[src/rtl/edt_pkg.sv]
package edt_pkg;

    // classification of one residue transition
    typedef enum logic [1:0] {
        STEP_UP  = 2'd0,
        STEP_DN  = 2'd1,
        STEP_BAD = 2'd2
    } edt_step_e;

    // sequencing phase of the tracker
    typedef enum logic [1:0] {
        PH_IDLE  = 2'd0,
        PH_FIRST = 2'd1,
        PH_RUN   = 2'd2
    } edt_phase_e;

endpackage

[src/rtl/edt_step_decode.sv]
module edt_step_decode
    import edt_pkg::*;
#(
    parameter int RES_W = 2
) (
    input  logic [RES_W-1:0] prev_i,
    input  logic [RES_W-1:0] cur_i,
    output edt_step_e        step_o
);

    localparam logic [RES_W-1:0] FWD_DIFF = RES_W'(1);
    localparam logic [RES_W-1:0] BWD_DIFF = {RES_W{1'b1}};

    logic [RES_W-1:0] diff;

    always_comb begin
        diff = cur_i - prev_i;
        if (diff == FWD_DIFF) begin
            step_o = STEP_UP;
        end else if (diff == BWD_DIFF) begin
            step_o = STEP_DN;
        end else begin
            step_o = STEP_BAD;
        end
    end

endmodule

[src/rtl/edt_counter.sv]
module edt_counter #(
    parameter int CNT_W    = 32,
    parameter int PE_COUNT = 3026
) (
    input  logic             clk,
    input  logic             rst_n,
    input  logic             load_i,
    input  logic             inc_i,
    input  logic             dec_i,
    output logic [CNT_W-1:0] cnt_o
);

    localparam logic [CNT_W-1:0] PRESET = CNT_W'(PE_COUNT);
    localparam logic [CNT_W-1:0] ONE    = CNT_W'(1);

    logic [CNT_W-1:0] cnt_d, cnt_q;

    always_comb begin
        cnt_d = cnt_q;
        if (load_i) begin
            cnt_d = PRESET;
        end else if (inc_i) begin
            cnt_d = cnt_q + ONE;
        end else if (dec_i) begin
            cnt_d = cnt_q - ONE;
        end
    end

    always_ff @(posedge clk or negedge rst_n) begin
        if (!rst_n) begin
            cnt_q <= PRESET;
        end else begin
            cnt_q <= cnt_d;
        end
    end

    assign cnt_o = cnt_q;

endmodule

[src/rtl/edt_ctrl.sv]
module edt_ctrl
    import edt_pkg::*;
#(
    parameter int RES_W = 2
) (
    input  logic             clk,
    input  logic             rst_n,
    input  logic             start_i,
    input  logic             valid_i,
    input  logic             last_i,
    input  logic [RES_W-1:0] res_i,
    input  edt_step_e        step_i,
    output logic [RES_W-1:0] prev_o,
    output logic             load_o,
    output logic             inc_o,
    output logic             dec_o,
    output logic             done_o,
    output logic             err_o
);

    typedef struct packed {
        edt_phase_e       phase;
        logic [RES_W-1:0] prev;
        logic             done;
        logic             err;
    } ctrl_s;

    ctrl_s st_d, st_q;

    always_comb begin
        st_d      = st_q;
        st_d.done = 1'b0;
        st_d.err  = 1'b0;
        load_o    = 1'b0;
        inc_o     = 1'b0;
        dec_o     = 1'b0;

        if (start_i) begin
            load_o     = 1'b1;
            st_d.phase = PH_FIRST;
        end else if (valid_i) begin
            unique case (st_q.phase)
                PH_FIRST: begin
                    st_d.prev  = res_i;
                    st_d.done  = last_i;
                    st_d.phase = last_i ? PH_IDLE : PH_RUN;
                end
                PH_RUN: begin
                    st_d.prev = res_i;
                    unique case (step_i)
                        STEP_UP:  inc_o    = 1'b1;
                        STEP_DN:  dec_o    = 1'b1;
                        default:  st_d.err = 1'b1;
                    endcase
                    st_d.done  = last_i;
                    st_d.phase = last_i ? PH_IDLE : PH_RUN;
                end
                default: begin
                    st_d = st_d;
                end
            endcase
        end
    end

    always_ff @(posedge clk or negedge rst_n) begin
        if (!rst_n) begin
            st_q <= '{phase: PH_IDLE, prev: '0, done: 1'b0, err: 1'b0};
        end else begin
            st_q <= st_d;
        end
    end

    assign prev_o = st_q.prev;
    assign done_o = st_q.done;
    assign err_o  = st_q.err;

endmodule

[src/rtl/edit_dist_tracker.sv]
module edit_dist_tracker
    import edt_pkg::*;
#(
    parameter int CNT_W    = 32,
    parameter int RES_W    = 2,
    parameter int PE_COUNT = 3026
) (
    input  logic             clk,
    input  logic             rst_n,
    input  logic             start_i,
    input  logic             res_valid_i,
    input  logic [RES_W-1:0] res_i,
    input  logic             last_i,
    output logic [CNT_W-1:0] dist_o,
    output logic             done_o,
    output logic             err_o
);

    logic [RES_W-1:0] prev_res;
    edt_step_e        step;
    logic             cnt_load, cnt_inc, cnt_dec;

    edt_step_decode #(.RES_W(RES_W)) u_decode (
        .prev_i (prev_res),
        .cur_i  (res_i),
        .step_o (step)
    );

    edt_ctrl #(.RES_W(RES_W)) u_ctrl (
        .clk     (clk),
        .rst_n   (rst_n),
        .start_i (start_i),
        .valid_i (res_valid_i),
        .last_i  (last_i),
        .res_i   (res_i),
        .step_i  (step),
        .prev_o  (prev_res),
        .load_o  (cnt_load),
        .inc_o   (cnt_inc),
        .dec_o   (cnt_dec),
        .done_o  (done_o),
        .err_o   (err_o)
    );

    edt_counter #(.CNT_W(CNT_W), .PE_COUNT(PE_COUNT)) u_count (
        .clk    (clk),
        .rst_n  (rst_n),
        .load_i (cnt_load),
        .inc_i  (cnt_inc),
        .dec_i  (cnt_dec),
        .cnt_o  (dist_o)
    );

endmodule

[config.mk]
export PLATFORM = sky130hd
export DESIGN_NAME = edit_dist_tracker
export DESIGN_NICKNAME = d
export VERILOG_FILES = /design/src/rtl/edt_pkg.sv /design/src/rtl/edt_step_decode.sv /design/src/rtl/edt_counter.sv /design/src/rtl/edt_ctrl.sv /design/src/rtl/edit_dist_tracker.sv
export SDC_FILE = /design/constraint.sdc
export NUM_CORES = 1
export LEC_CHECK = 0
export BUFFER_PORTS_ARGS = -buffer_cell sky130_fd_sc_hd__buf_2
export CAP_MARGIN = 40
export CORE_MARGIN = 2
export CORE_UTILIZATION = 50
export DETAILED_ROUTE_END_ITERATION = 10
export PLACE_DENSITY_LB_ADDON = 0.12
export SLEW_MARGIN = 20
export SYNTH_ARGS = -nofsm -noshare
export SYNTH_HDL_FRONTEND = slang
export SYNTH_HIERARCHICAL = 1
export SYNTH_SLANG_ARGS = --single-unit
[constraint.sdc]
create_clock -name clk -period 13.1 [get_ports clk]
set_input_delay 0.655 -clock clk [delete_from_list [all_inputs] [get_ports clk]]
set_output_delay 0.655 -clock clk [all_outputs]
set_load 0.02 [all_outputs]
==> results summary <==
Setup repair after global routing left no endpoint under its margin. Among all flip-flop cells after synthesis, the most frequent one is sky130_fd_sc_hd__dfrtp_1. The number of antenna violations at the first check in global routing came out at 0. The global placement routability congestion is approximately 0.88. The maximum fanout along the worst path came out at 30. The I/O pin count came out at 41.

The residual DRC count came out at 0. The critical path arrival is ~4.6 ns. The clock arrives with 0.0116 ns of skew. The number of levels the H-tree was split into is 2. After detailed placement, the total cell area comes to ~0.0034 mm².

The number of slew-limit violations in the final report was 0. Entering global routing, the biggest net connects 31 pins. The number of buffers created by CTS came out at 5. The type of destination of the critical path is a flop. IR analysis of the VDD net gives a maximum drop of around 0.00011 V.

Synthesis instantiated 59 different standard cells from the library. The fraction of synthesis flops using an asynchronous set or reset pin is 1.00. The via density per instance came out at between 5 and 6.

Synthesis produced a netlist with a net count of between 400 and 500. In the synthesized netlist, the number of instances is 364. The floorplan step defined a core boundary enclosing between 0.005 and 0.006 mm².

The die covers 0.00692 mm². The net count of the finished layout is around 440. Counting along the longest clock path gives a buffer depth of 2. The wire length per cell is about 15 µm.

The maximum operating frequency came out at about 220 MHz. The total via count after detailed routing is about 2800. The wire length of the first global-routing pass came out at around 12 mm.

Buffers added to address setup during post-CTS repair amount to 0. The hold violation count in the final report came out at 0. The number of fillers in the final layout is 553. The number of inserted diodes came out at 0.

TritonCTS built the clock tree. The total congestion overflow is 0. After detailed routing, the total wire length is between 7 and 8 mm. Setup violations remaining at the end of the flow were counted as 0.

The number of placed instances, taps included came out at 470. The cell leakage power came out at around 1.7 nW. The number of max-cap violations is 0. The via count of the first global-routing pass came out at around 2600. The tightest min-delay check is of the input pin to async pin type. A synthesized cell averages between 8 and 9 µm². Summed over all failing endpoints, the final setup total negative slack is 0 ns. The first routing iteration left approximately 110 violations. The area of all sequential standard cells came out at roughly 960 µm². The die boundary width came out at 83.2 µm. The number of flip-flops and latches in the synthesized netlist came out at 38. The finished layout holds 478 standard cells, fillers aside. The area growth from synthesis to layout came out at 12.8%. For the pin with the worst max-slew slack, the measured transition is 0.731 ns. Of the available clock period, the critical path in the final layout requires 0.341. Once detail routing completed, the nets flagged for antenna violations numbered 0.

The area used by multi-input combinational logic is between 0.002 and 0.0025 mm². The number of resized instances in the post-cts repair step came out at 0. In the final layout, the share of cells above drive strength 1 is 0.186.

The HPWL after detailed placement came out at approximately 5.3 mm. The number of sinks on the clock net came out at 38. For this configuration, the core starts out at a cell density of 0.523.

The clock edge transition at the registers on the reported setup and hold paths is 0.08 ns. The post-route cell area is roughly 0.0035 mm². In this run the clock root is driven by a sky130_fd_sc_hd__clkbuf_8. For this run, the total global-route usage over all layers was measured as 0.214.

The power per standard cell area is between 200 and 250 mW/mm². In this run the core area contains 28 standard-cell rows. For the worst setup path, the data required time is between 10 and 15 ns. The number of buffers inserted by port buffering is 40. The worst setup path is launched from an input pin.

The post-route minimum period is roughly 4.5 ns. The worst setup path is of the input pin to flop kind. The number of synthesized flops with an enable pin is 0. The sequential area share after synthesis came out at 0.306. The flow ran to the end, and the final reports show no timing, DRC or antenna violations. The number of buffers added to fix hold violations after cts came out at 0.

For this run, the detailed router's first-pass iteration total came to 4. Summing every instance area after synthesis gives about 0.0031 mm². The tightest slew margin relative to the limit is 0.510. The chip height is roughly 83 µm.

The latest clock arrival within the worst-skew pair is around 0.3 ns. The count of warnings emitted by yosys came out at 6.
[logic make-up after synthesis]
| family | synth area share |
|---|---|
| and+or+nand+nor | 0.182 |
| AOI/OAI and AO/OA | 0.241 |
| DFF | 0.306 |
| adders and majority gates | 0.134 |
| xor gates and xnor gates | 0.0827 |
| buffers and inverters | 0.0375 |
| muxes | 0.0160 |
[final timing paths]
path | from | to | slack [ns] | depth (start not counted)
worst max-delay path | res_i[0] | u_count/cnt_o[27] | 8.64 | 18
worst min-delay path | rst_n | u_count/cnt_o[13] | 0.30 | 1
worst max register to register | u_ctrl/prev_o[0] | u_count/cnt_o[27] | 8.71 | 16
worst min register to register | u_ctrl/st_q[4] | u_ctrl/st_q[4] | 0.49 | 1
max in group asynchronous | rst_n | u_count/cnt_o[1] | 12.27 | 2
min in group clk | u_ctrl/st_q[4] | u_ctrl/st_q[4] | 0.49 | 1
[area by class of cell]
cell class,count,share of cell area
multi-input combinational,298,0.583
sequential,38,0.272
timing repair buffer,43,0.0687
tap,75,0.0266
clock buffer,7,0.0244
inverter,16,0.0170
clock inverter,1,0.00850
[layout by cell type, fill, tap and decap left out, types with 2 or more instances in the layout]
master | netlist | final
sky130_fd_sc_hd__a2111oi_0 | 3 | 3
sky130_fd_sc_hd__a211oi_1 | 5 | 5
sky130_fd_sc_hd__a22o_1 | 2 | 2
sky130_fd_sc_hd__o21ai_1 | 2 | 2
sky130_fd_sc_hd__buf_2 | 1 | 40
sky130_fd_sc_hd__nor3b_1 | 3 | 3
sky130_fd_sc_hd__inv_1 | 16 | 16
sky130_fd_sc_hd__dfrtp_1 | 31 | 31
sky130_fd_sc_hd__dfstp_2 | 7 | 7
sky130_fd_sc_hd__a21oi_1 | 28 | 28
sky130_fd_sc_hd__nor2b_1 | 2 | 2
sky130_fd_sc_hd__a21o_1 | 13 | 13
sky130_fd_sc_hd__mux2i_1 | 2 | 2
sky130_fd_sc_hd__nand2b_1 | 2 | 2
sky130_fd_sc_hd__xor2_1 | 18 | 18
sky130_fd_sc_hd__o31ai_1 | 5 | 5
sky130_fd_sc_hd__ha_1 | 32 | 32
sky130_fd_sc_hd__mux2_4 | 2 | 2
sky130_fd_sc_hd__xnor2_1 | 9 | 9
sky130_fd_sc_hd__nor3_1 | 7 | 6
sky130_fd_sc_hd__nor2_1 | 40 | 40
sky130_fd_sc_hd__o21ai_0 | 32 | 32
sky130_fd_sc_hd__nand2_1 | 40 | 40
sky130_fd_sc_hd__o21bai_1 | 3 | 3
sky130_fd_sc_hd__nand4_1 | 5 | 5
sky130_fd_sc_hd__clkbuf_8 | 0 | 6
sky130_fd_sc_hd__buf_4 | 3 | 2
sky130_fd_sc_hd__a31oi_1 | 4 | 4
sky130_fd_sc_hd__a21oi_2 | 2 | 2
sky130_fd_sc_hd__nand3_1 | 7 | 7
sky130_fd_sc_hd__o21a_1 | 2 | 2
[synth_stat cells, types with 2 or more instances]
master | n | area share
sky130_fd_sc_hd__a2111oi_0 | 3 | 0.0084
sky130_fd_sc_hd__a211oi_1 | 5 | 0.012
sky130_fd_sc_hd__a21o_1 | 13 | 0.031
sky130_fd_sc_hd__a21oi_1 | 28 | 0.045
sky130_fd_sc_hd__a21oi_2 | 2 | 0.0056
sky130_fd_sc_hd__a22o_1 | 2 | 0.0056
sky130_fd_sc_hd__a31oi_1 | 4 | 0.0080
sky130_fd_sc_hd__buf_4 | 3 | 0.0072
sky130_fd_sc_hd__clkbuf_1 | 8 | 0.0096
sky130_fd_sc_hd__dfrtp_1 | 31 | 0.25
sky130_fd_sc_hd__dfstp_2 | 7 | 0.059
sky130_fd_sc_hd__ha_1 | 32 | 0.13
sky130_fd_sc_hd__inv_1 | 16 | 0.019
sky130_fd_sc_hd__mux2_4 | 2 | 0.0096
sky130_fd_sc_hd__mux2i_1 | 2 | 0.0064
sky130_fd_sc_hd__nand2_1 | 40 | 0.048
sky130_fd_sc_hd__nand2b_1 | 2 | 0.0040
sky130_fd_sc_hd__nand3_1 | 7 | 0.011
sky130_fd_sc_hd__nand4_1 | 5 | 0.010
sky130_fd_sc_hd__nor2_1 | 40 | 0.048
sky130_fd_sc_hd__nor2b_1 | 2 | 0.0040
sky130_fd_sc_hd__nor3_1 | 7 | 0.011
sky130_fd_sc_hd__nor3b_1 | 3 | 0.0072
sky130_fd_sc_hd__o21a_1 | 2 | 0.0048
sky130_fd_sc_hd__o21ai_0 | 32 | 0.051
sky130_fd_sc_hd__o21ai_1 | 2 | 0.0032
sky130_fd_sc_hd__o21bai_1 | 3 | 0.0072
sky130_fd_sc_hd__o31ai_1 | 5 | 0.012
sky130_fd_sc_hd__xnor2_1 | 9 | 0.025
sky130_fd_sc_hd__xor2_1 | 18 | 0.050
[per-stage QoR]
stage	utilization	total power [mW]	setup slack, ns	hold slack (ns)
2_1_floorplan	-	0.625	8.64	0.359
3_3_place_gp	0.566	0.736	8.46	0.475
3_5_place_dp	0.570	0.741	8.32	0.476
4_1_cts	0.590	0.852	8.62	0.303
5_1_grt	0.590	0.930	8.19	0.312
6_report	0.590	0.850	8.64	0.296
[power by group]
group          internal (mW)  switching (mW)
Combinational          0.237           0.320
Clock                 0.0622          0.0443
Sequential             0.158          0.0279
[flip-flops by register name, indices dropped and copies added (netlist names)]
name	flops
u_ctrl/err_o	1
u_ctrl/prev_o	2
u_count/cnt_o	32
u_ctrl/done_o	1
u_ctrl/st_q	2
[critical path: stages]
cell and delay, ns:
sky130_fd_sc_hd__buf_2 0.09, sky130_fd_sc_hd__inv_1 0.04, sky130_fd_sc_hd__ha_1 0.17, sky130_fd_sc_hd__xnor3_1 0.37, sky130_fd_sc_hd__nor2_1 0.05, sky130_fd_sc_hd__nor3_1 0.60
sky130_fd_sc_hd__inv_1 0.09, sky130_fd_sc_hd__buf_4 0.28, sky130_fd_sc_hd__ha_1 0.43, sky130_fd_sc_hd__a21oi_1 0.22, sky130_fd_sc_hd__o21ai_1 0.14, sky130_fd_sc_hd__a221oi_1 0.37
sky130_fd_sc_hd__o21ai_0 0.16, sky130_fd_sc_hd__a21oi_2 0.23, sky130_fd_sc_hd__nor4b_4 0.28, sky130_fd_sc_hd__nor3_1 0.11, sky130_fd_sc_hd__xor2_1 0.15, sky130_fd_sc_hd__a22o_1 0.21
[metal layers]
layer / routed length, µm / GRT usage
met1: 3400 / 0.291
met2: 3310 / 0.353
met3: 329 / 0.0358
met4: 61 / 0.0551
met5: 0 / 0
(Power assumes the default switching activity.)
